$ cat config.mk
export PLATFORM = sky130hd
export DESIGN_NAME = prio_irq_arb
export DESIGN_NICKNAME = d
export VERILOG_FILES = /design/src/rtl/iarb_pkg.sv /design/src/rtl/iarb_regs.sv /design/src/rtl/iarb_pick.sv /design/src/rtl/iarb_vec.sv /design/src/rtl/prio_irq_arb.sv
export SDC_FILE = /design/constraint.sdc
export NUM_CORES = 1
export LEC_CHECK = 0
export ABC_AREA = 1
export CORE_MARGIN = 5
export CORE_UTILIZATION = 47
export CTS_BUF_LIST = sky130_fd_sc_hd__clkbuf_8 sky130_fd_sc_hd__clkbuf_16
export CTS_CLUSTER_SIZE = 28
export DETAILED_ROUTE_END_ITERATION = 7
export PLACE_DENSITY = 0.76
export SYNTH_ARGS = -nofsm -noshare
export SYNTH_HDL_FRONTEND = slang
export SYNTH_SLANG_ARGS = --single-unit
$ cat constraint.sdc
create_clock -name clk_i -period 16.5 [get_ports clk_i]
set_input_delay 4.95 -clock clk_i [delete_from_list [all_inputs] [get_ports clk_i]]
set_output_delay 4.95 -clock clk_i [all_outputs]
set_load 0.005 [all_outputs]
$ cat src/rtl/iarb_pkg.sv
package iarb_pkg;
  typedef enum logic [2:0] {
    SRC_NONE = 3'b000,
    SRC_BRK  = 3'b001,
    SRC_CHG  = 3'b010,
    SRC_TMR  = 3'b100
  } src_type_e;

  typedef enum logic [1:0] {
    VM_FULL  = 2'b00,
    VM_CH    = 2'b01,
    VM_TY_CH = 2'b10,
    VM_OFF   = 2'b11
  } vec_mode_e;
endpackage

$ cat src/rtl/iarb_regs.sv
module iarb_regs #(
  parameter int NCH = 4,
  parameter int AW  = 8,
  parameter logic [AW-1:0] BID_BASE = 8'h20,
  parameter logic [AW-1:0] BASE_VEC = 8'h29,
  parameter logic [AW-1:0] CTRL_ADR = 8'h2C
) (
  input  logic                 clk_i,
  input  logic                 rst_ni,
  input  logic                 wr_en_i,
  input  logic [AW-1:0]        addr_i,
  input  logic [7:0]           wdata_i,
  output logic [7:0]           rdata_o,
  output logic [NCH-1:0][7:0]  bid_o,
  output logic [7:0]           ctrl_o,
  output logic [7:0]           base_o
);
  logic [NCH-1:0][7:0] bid_q;
  logic [7:0] ctrl_q, base_q;

  always_ff @(posedge clk_i or negedge rst_ni) begin
    if (!rst_ni) begin
      bid_q  <= '0;
      ctrl_q <= '0;
      base_q <= '0;
    end else if (wr_en_i) begin
      for (int c = 0; c < NCH; c++)
        if (addr_i == BID_BASE + AW'(c)) bid_q[c] <= wdata_i;
      if (addr_i == CTRL_ADR) ctrl_q <= wdata_i;
      if (addr_i == BASE_VEC) base_q <= wdata_i;
    end
  end

  // base vector is write-only: no read path
  always_comb begin
    rdata_o = '0;
    for (int c = 0; c < NCH; c++)
      if (addr_i == BID_BASE + AW'(c)) rdata_o = bid_q[c];
    if (addr_i == CTRL_ADR) rdata_o = ctrl_q;
  end

  assign bid_o  = bid_q;
  assign ctrl_o = ctrl_q;
  assign base_o = base_q;
endmodule

$ cat src/rtl/iarb_pick.sv
module iarb_pick
  import iarb_pkg::*;
#(
  parameter int NCH  = 4,
  parameter int NTMR = NCH / 2,
  localparam int CHW = $clog2(NCH)
) (
  input  logic [NCH-1:0]       brk_req_i,
  input  logic [NCH-1:0]       chg_req_i,
  input  logic [NTMR-1:0]      ct_req_i,
  input  logic [NCH-1:0][7:0]  bid_i,
  output logic [2:0]           win_prio_o,
  output logic [CHW-1:0]       win_ch_o,
  output src_type_e            win_type_o
);
  // strict compare in scan order gives the fixed tie order
  always_comb begin
    win_prio_o = '0;
    win_ch_o   = '0;
    win_type_o = SRC_NONE;
    for (int c = 0; c < NCH; c++) begin
      if (brk_req_i[c] && bid_i[c][7:5] > win_prio_o) begin
        win_prio_o = bid_i[c][7:5];
        win_ch_o   = CHW'(c);
        win_type_o = SRC_BRK;
      end
      if (chg_req_i[c] && bid_i[c][4:2] > win_prio_o) begin
        win_prio_o = bid_i[c][4:2];
        win_ch_o   = CHW'(c);
        win_type_o = SRC_CHG;
      end
      if ((c % 2 == 1) && ct_req_i[c/2] && {1'b0, bid_i[c][1:0]} > win_prio_o) begin
        win_prio_o = {1'b0, bid_i[c][1:0]};
        win_ch_o   = CHW'(c);
        win_type_o = SRC_TMR;
      end
    end
  end
endmodule

$ cat src/rtl/iarb_vec.sv
module iarb_vec
  import iarb_pkg::*;
(
  input  vec_mode_e  mode_i,
  input  logic [7:0] base_i,
  input  logic [1:0] ch_i,
  input  src_type_e  type_i,
  output logic [7:0] vec_o
);
  always_comb begin
    unique case (mode_i)
      VM_FULL:  vec_o = base_i;
      VM_CH:    vec_o = {base_i[7:2], ch_i};
      VM_TY_CH: vec_o = {base_i[7:5], type_i, ch_i};
      default:  vec_o = 8'hFF;
    endcase
  end
endmodule

$ cat src/rtl/prio_irq_arb.sv
module prio_irq_arb
  import iarb_pkg::*;
#(
  parameter int NCH  = 4,
  parameter int NTMR = NCH / 2,
  parameter int AW   = 8
) (
  input  logic            clk_i,
  input  logic            rst_ni,
  input  logic [NCH-1:0]  brk_req_i,
  input  logic [NCH-1:0]  chg_req_i,
  input  logic [NTMR-1:0] ct_req_i,
  input  logic            wr_en_i,
  input  logic [AW-1:0]   addr_i,
  input  logic [7:0]      wdata_i,
  output logic [7:0]      rdata_o,
  input  logic            iack_ni,
  output logic            irq_no,
  output logic [7:0]      vec_o
);
  localparam int CHW = $clog2(NCH);

  logic [NCH-1:0][7:0] bid;
  logic [7:0]          ctrl, base;
  logic [2:0]          win_prio;
  logic [CHW-1:0]      win_ch;
  src_type_e           win_type;
  logic                above;
  logic                ack_d;
  logic                irq_q;
  logic [CHW-1:0]      cir_ch;
  src_type_e           cir_type;
  logic [2:0]          cir_prio;

  iarb_regs #(.NCH(NCH), .AW(AW)) u_regs (
    .clk_i(clk_i), .rst_ni(rst_ni), .wr_en_i(wr_en_i), .addr_i(addr_i),
    .wdata_i(wdata_i), .rdata_o(rdata_o), .bid_o(bid), .ctrl_o(ctrl),
    .base_o(base)
  );

  iarb_pick #(.NCH(NCH), .NTMR(NTMR)) u_pick (
    .brk_req_i(brk_req_i), .chg_req_i(chg_req_i), .ct_req_i(ct_req_i),
    .bid_i(bid), .win_prio_o(win_prio), .win_ch_o(win_ch),
    .win_type_o(win_type)
  );

  assign above = {3'b000, win_prio} > ctrl[7:2];

  // ack_d high = previous sample was idle; low for one cycle after release
  always_ff @(posedge clk_i or negedge rst_ni) begin
    if (!rst_ni) begin
      ack_d    <= 1'b1;
      irq_q    <= 1'b0;
      cir_ch   <= '0;
      cir_type <= SRC_NONE;
      cir_prio <= '0;
    end else begin
      ack_d <= iack_ni;
      irq_q <= above && iack_ni && ack_d;
      if (ack_d && !iack_ni) begin
        cir_ch   <= win_ch;
        cir_type <= win_type;
        cir_prio <= win_prio;
      end
    end
  end

  assign irq_no = ~irq_q;

  iarb_vec u_vec (
    .mode_i(vec_mode_e'(ctrl[1:0])), .base_i(base), .ch_i(cir_ch),
    .type_i(cir_type), .vec_o(vec_o)
  );
endmodule

==> flow_summary_export.csv <==
group,metric,value,unit
outcome,status,"finished, final reports clean",
floorplan,coreArea,0.00777,sq mm
clock_network,cts_htree_levels,2,
yosys,synth_cells,494,
placement,hpwl,7.59,mm
detailed_routing,num_vias,3481,
critical_path,ff2ff_path_depth,71,
critical_path,worstSetupEndpointType,"flip-flop",
finish,fillers,727,
sta,period_needed,14.76,ns
yosys,ys_seq_area_share,36.7,%
critical_path,critPathMaxStageDelay,0.47,ns
global_routing,grt_pass1_wl,16.1,mm
placement,place_congestion,0.963,
clock_network,numCtsBuffers,5,
yosys,netlist_area,0.00375,sq mm
sta,hold_viol,0,
critical_path,crit_buf_inv,6,
floorplan,top_level_ports,47,
critical_path,arrival,15.00,ns
critical_path,r2r_end,"irq_q$_DFF_PN0_",
clock_network,cts_hold_buf,0,
clock_network,cts_tree,"done",
yosys,synth_edf_count,0,
floorplan,initial_core_util,48.3,%
detailed_routing,dr_wl_met2,4.49,mm
clock_network,path_clk_slew,0.11,ns
yosys,synthFlopType,"dfrtp_1",
critical_path,crit_slowest_cell,"clkdlybuf4s50_1",
flow_run,drv_cap,0,
critical_path,crit_start,"brk_req_i[0]",
floorplan,dieArea,0.00986,sq mm
yosys,syn_nets,543,
pwr,peakVddDrop,0.0000406,V
finish,area_delta_synth_final,18.0,%
yosys,ys_warn_count,0,
critical_path,worst-path-stages,68,
pwr,powerDensity,83.4,mW/mm^2
sta,skew,0.00924,ns
global_routing,grt_usage,20.0,%
critical_path,crit_required,16.73,ns
sta,timing.final.crit_share,89.5,%
sta,max_slew_margin,49.2,%
yosys,async_flop_share,100,%
detailed_routing,topRoutingLayerUsed,"met4",
sta,tightest_slew,0.755,ns
pwr,leakage,2.12,nW
sta,setup_tns,0,ns
finish,layout-drive-gt1-share,12.0,%
critical_path,cp_top_family,"simple AND/OR/NAND/NOR gates",
hold_path,hold_path_class,"flip-flop to flip-flop",
placement,portBuffers,46,
critical_path,regToRegStartpoint,"u_regs.bid_o[5]$_DFFE_PN0P_",
critical_path,crit_end,"irq_q$_DFF_PN0_",
detailed_routing,wl,9.71,mm
clock_network,cts.path.max_buffers,2,
detailed_routing,drtPass1Iterations,7,
critical_path,path_class,"input pin to flip-flop",
finish,antenna_cells,0,
floorplan,die_h,99.3,um
global_routing,antenna_found_initial,0,
critical_path,cpMostUsedCell,"ha_1",
clock_network,insertion_delay,0.32,ns
detailed_routing,ant_nets,0,
sta,setup_violations,0,
clock_network,cts_root_buf,"clkbuf_8",
clock_network,cts.sinks,55,
yosys,synth_seq_cells,55,
finish,finalNetCount,591,
floorplan,die_x,99.3,um
yosys,syn_area_per_cell,7.59,sq um
global_routing,grt_pass1_vias,3379,
floorplan,placementRows,32,
clock_network,cts_setup_buffers,0,
detailed_routing,first_iter_violations,384,
critical_path,path_max_fanout,8,
global_routing,gr-total-overflow,0,
yosys,ys_types,40,
sta,rsz0062_at_grt,"false",
detailed_routing,wl_met1,4.47,mm
sta,final_max_slew_viol_count,0,
detailed_routing,wl_met3,480,um
detailed_routing,viasPerCell,5.40,
clock_network,cts.repair.resized,0,
critical_path,r2r_slack,6.23,ns
detailed_routing,drc,0,
sta,fmax,67.7,MHz
critical_path,worstSetupStartpointType,"input pin",
finish,finish.utilization,56.9,%
global_routing,grt_start_max_net_pins,56,
detailed_routing,wire_per_inst,15.0,um
## layout by cell type, fill, tap and decap left out, types with 2 or more instances in the layout
| cell type | Yosys | final |
|---|---|---|
| dfrtp_1 | 54 | 54 |
| nand2_2 | 10 | 10 |
| clkdlybuf4s50_1 | 0 | 45 |
| nor4_1 | 4 | 4 |
| nand4_1 | 11 | 11 |
| o21ai_1 | 7 | 7 |
| nand3_4 | 2 | 2 |
| nand3_2 | 14 | 14 |
| o22ai_1 | 5 | 5 |
| inv_6 | 0 | 2 |
| ha_1 | 19 | 19 |
| or2_2 | 4 | 4 |
| nor2_2 | 2 | 2 |
| and2_1 | 2 | 2 |
| nand2_1 | 111 | 111 |
| nor2_1 | 21 | 21 |
| nor3_1 | 2 | 2 |
| inv_2 | 4 | 4 |
| a221oi_1 | 6 | 6 |
| inv_1 | 87 | 87 |
| inv_4 | 2 | 2 |
| clkbuf_8 | 0 | 5 |
| o21ai_0 | 55 | 55 |
| o31ai_1 | 2 | 2 |
| a21oi_1 | 12 | 12 |
| nand3_1 | 21 | 21 |
| buf_4 | 0 | 2 |
| nand2_4 | 9 | 9 |
| o221ai_1 | 7 | 7 |
## registers in the layout (all words and copies together), names as in the netlist
register,cells
ack_d,1
cir_ch,2
cir_type,3
irq_q,1
u_regs.base_o,8
u_regs.bid_o,32
u_regs.ctrl_o,8
## worst min-delay path by stage
stage                                       from  depth (start not counted)                            to
finish              u_regs.bid_o[16]$_DFFE_PN0P_                          2  u_regs.bid_o[16]$_DFFE_PN0P_
global route        u_regs.bid_o[29]$_DFFE_PN0P_                          2  u_regs.bid_o[29]$_DFFE_PN0P_
CTS                 u_regs.bid_o[16]$_DFFE_PN0P_                          2  u_regs.bid_o[16]$_DFFE_PN0P_
detailed placement  u_regs.bid_o[31]$_DFFE_PN0P_                          2  u_regs.bid_o[31]$_DFFE_PN0P_
global placement    u_regs.base_o[7]$_DFFE_PN0P_                          2  u_regs.base_o[7]$_DFFE_PN0P_
floorplan           u_regs.base_o[5]$_DFFE_PN0P_                          2  u_regs.base_o[5]$_DFFE_PN0P_
## cells by family after synthesis
kind of cell / Yosys count / share of synthesized area, %
buffers and inverters: 100 / 10.1
DFF: 55 / 36.7
adders and majority gates: 20 / 6.61
and+or+nand+nor: 216 / 30.2
AOI/OAI and AO/OA: 103 / 16.3
## through the flow
step                      total power [mW]  cell area (sq um)  hold WS [ns]  worst slack, ns  instances
after floorplan                      0.247               3750         0.446             2.93        494
after global placement               0.281               4320         0.466             1.72        637
after detailed placement             0.287               4320         0.474             1.43        637
after CTS                            0.369               4420         0.502             1.72        645
after global routing                 0.392               4420         0.528            0.716        645
final                                0.369               4420         0.501             1.74        645
## final cells by class
| class | instances | area (sq um) | area share [%] |
|---|---|---|---|
| multi-input combinational | 339 | 1990 | 45.0 |
| inverter | 93 | 354 | 8.01 |
| timing repair buffer | 48 | 470 | 10.6 |
| tap | 102 | 128 | 2.89 |
| clock inverter | 3 | 33.8 | 0.764 |
| sequential | 55 | 1380 | 31.1 |
| clock buffer | 5 | 68.8 | 1.56 |
## where the power goes
| part | leakage (nW) | switching (mW) | internal (mW) |
|---|---|---|---|
| Sequential | 0.749 | 0.0117 | 0.146 |
| Clock | 0.0519 | 0.0499 | 0.0324 |
| Combinational | 1.32 | 0.0765 | 0.0520 |
## Yosys cell counts (4+ instances only)
master / n / share of area (%)
o221ai_1: 7 / 1.6
a21oi_1: 12 / 1.6
nand3_2: 14 / 3.7
inv_1: 87 / 8.7
nor4_1: 4 / 0.67
nand3_1: 21 / 2.8
o22ai_1: 5 / 0.83
o21ai_1: 7 / 0.93
nand4_1: 11 / 1.8
nand2_2: 10 / 1.7
dfrtp_1: 54 / 36
inv_2: 4 / 0.40
a221oi_1: 6 / 1.4
nand2_4: 9 / 2.7
clkbuf_1: 7 / 0.70
ha_1: 19 / 6.3
or2_2: 4 / 0.67
nand2_1: 111 / 11
nor2_1: 21 / 2.1
o21ai_0: 55 / 7.3
## worst reg2reg max path, delay by kind of cell, from the launching register on
family                     cells  cell delay (ns)
adders and majority gates     11             3.20
buffers and inverters          7             0.60
and+or+nand+nor               40             3.89
AOI/OAI and AO/OA             13             2.09
DFF                            1             0.43
## routing by layer
layer / track usage [%] / vias to the layer above
met1: 27.2 / 1624
met2: 32.1 / 106
li1: - / 1727
met3: 2.88 / 24
met4: 7.98 / 0
met5: 0 / -
(Power assumes the default switching activity.)
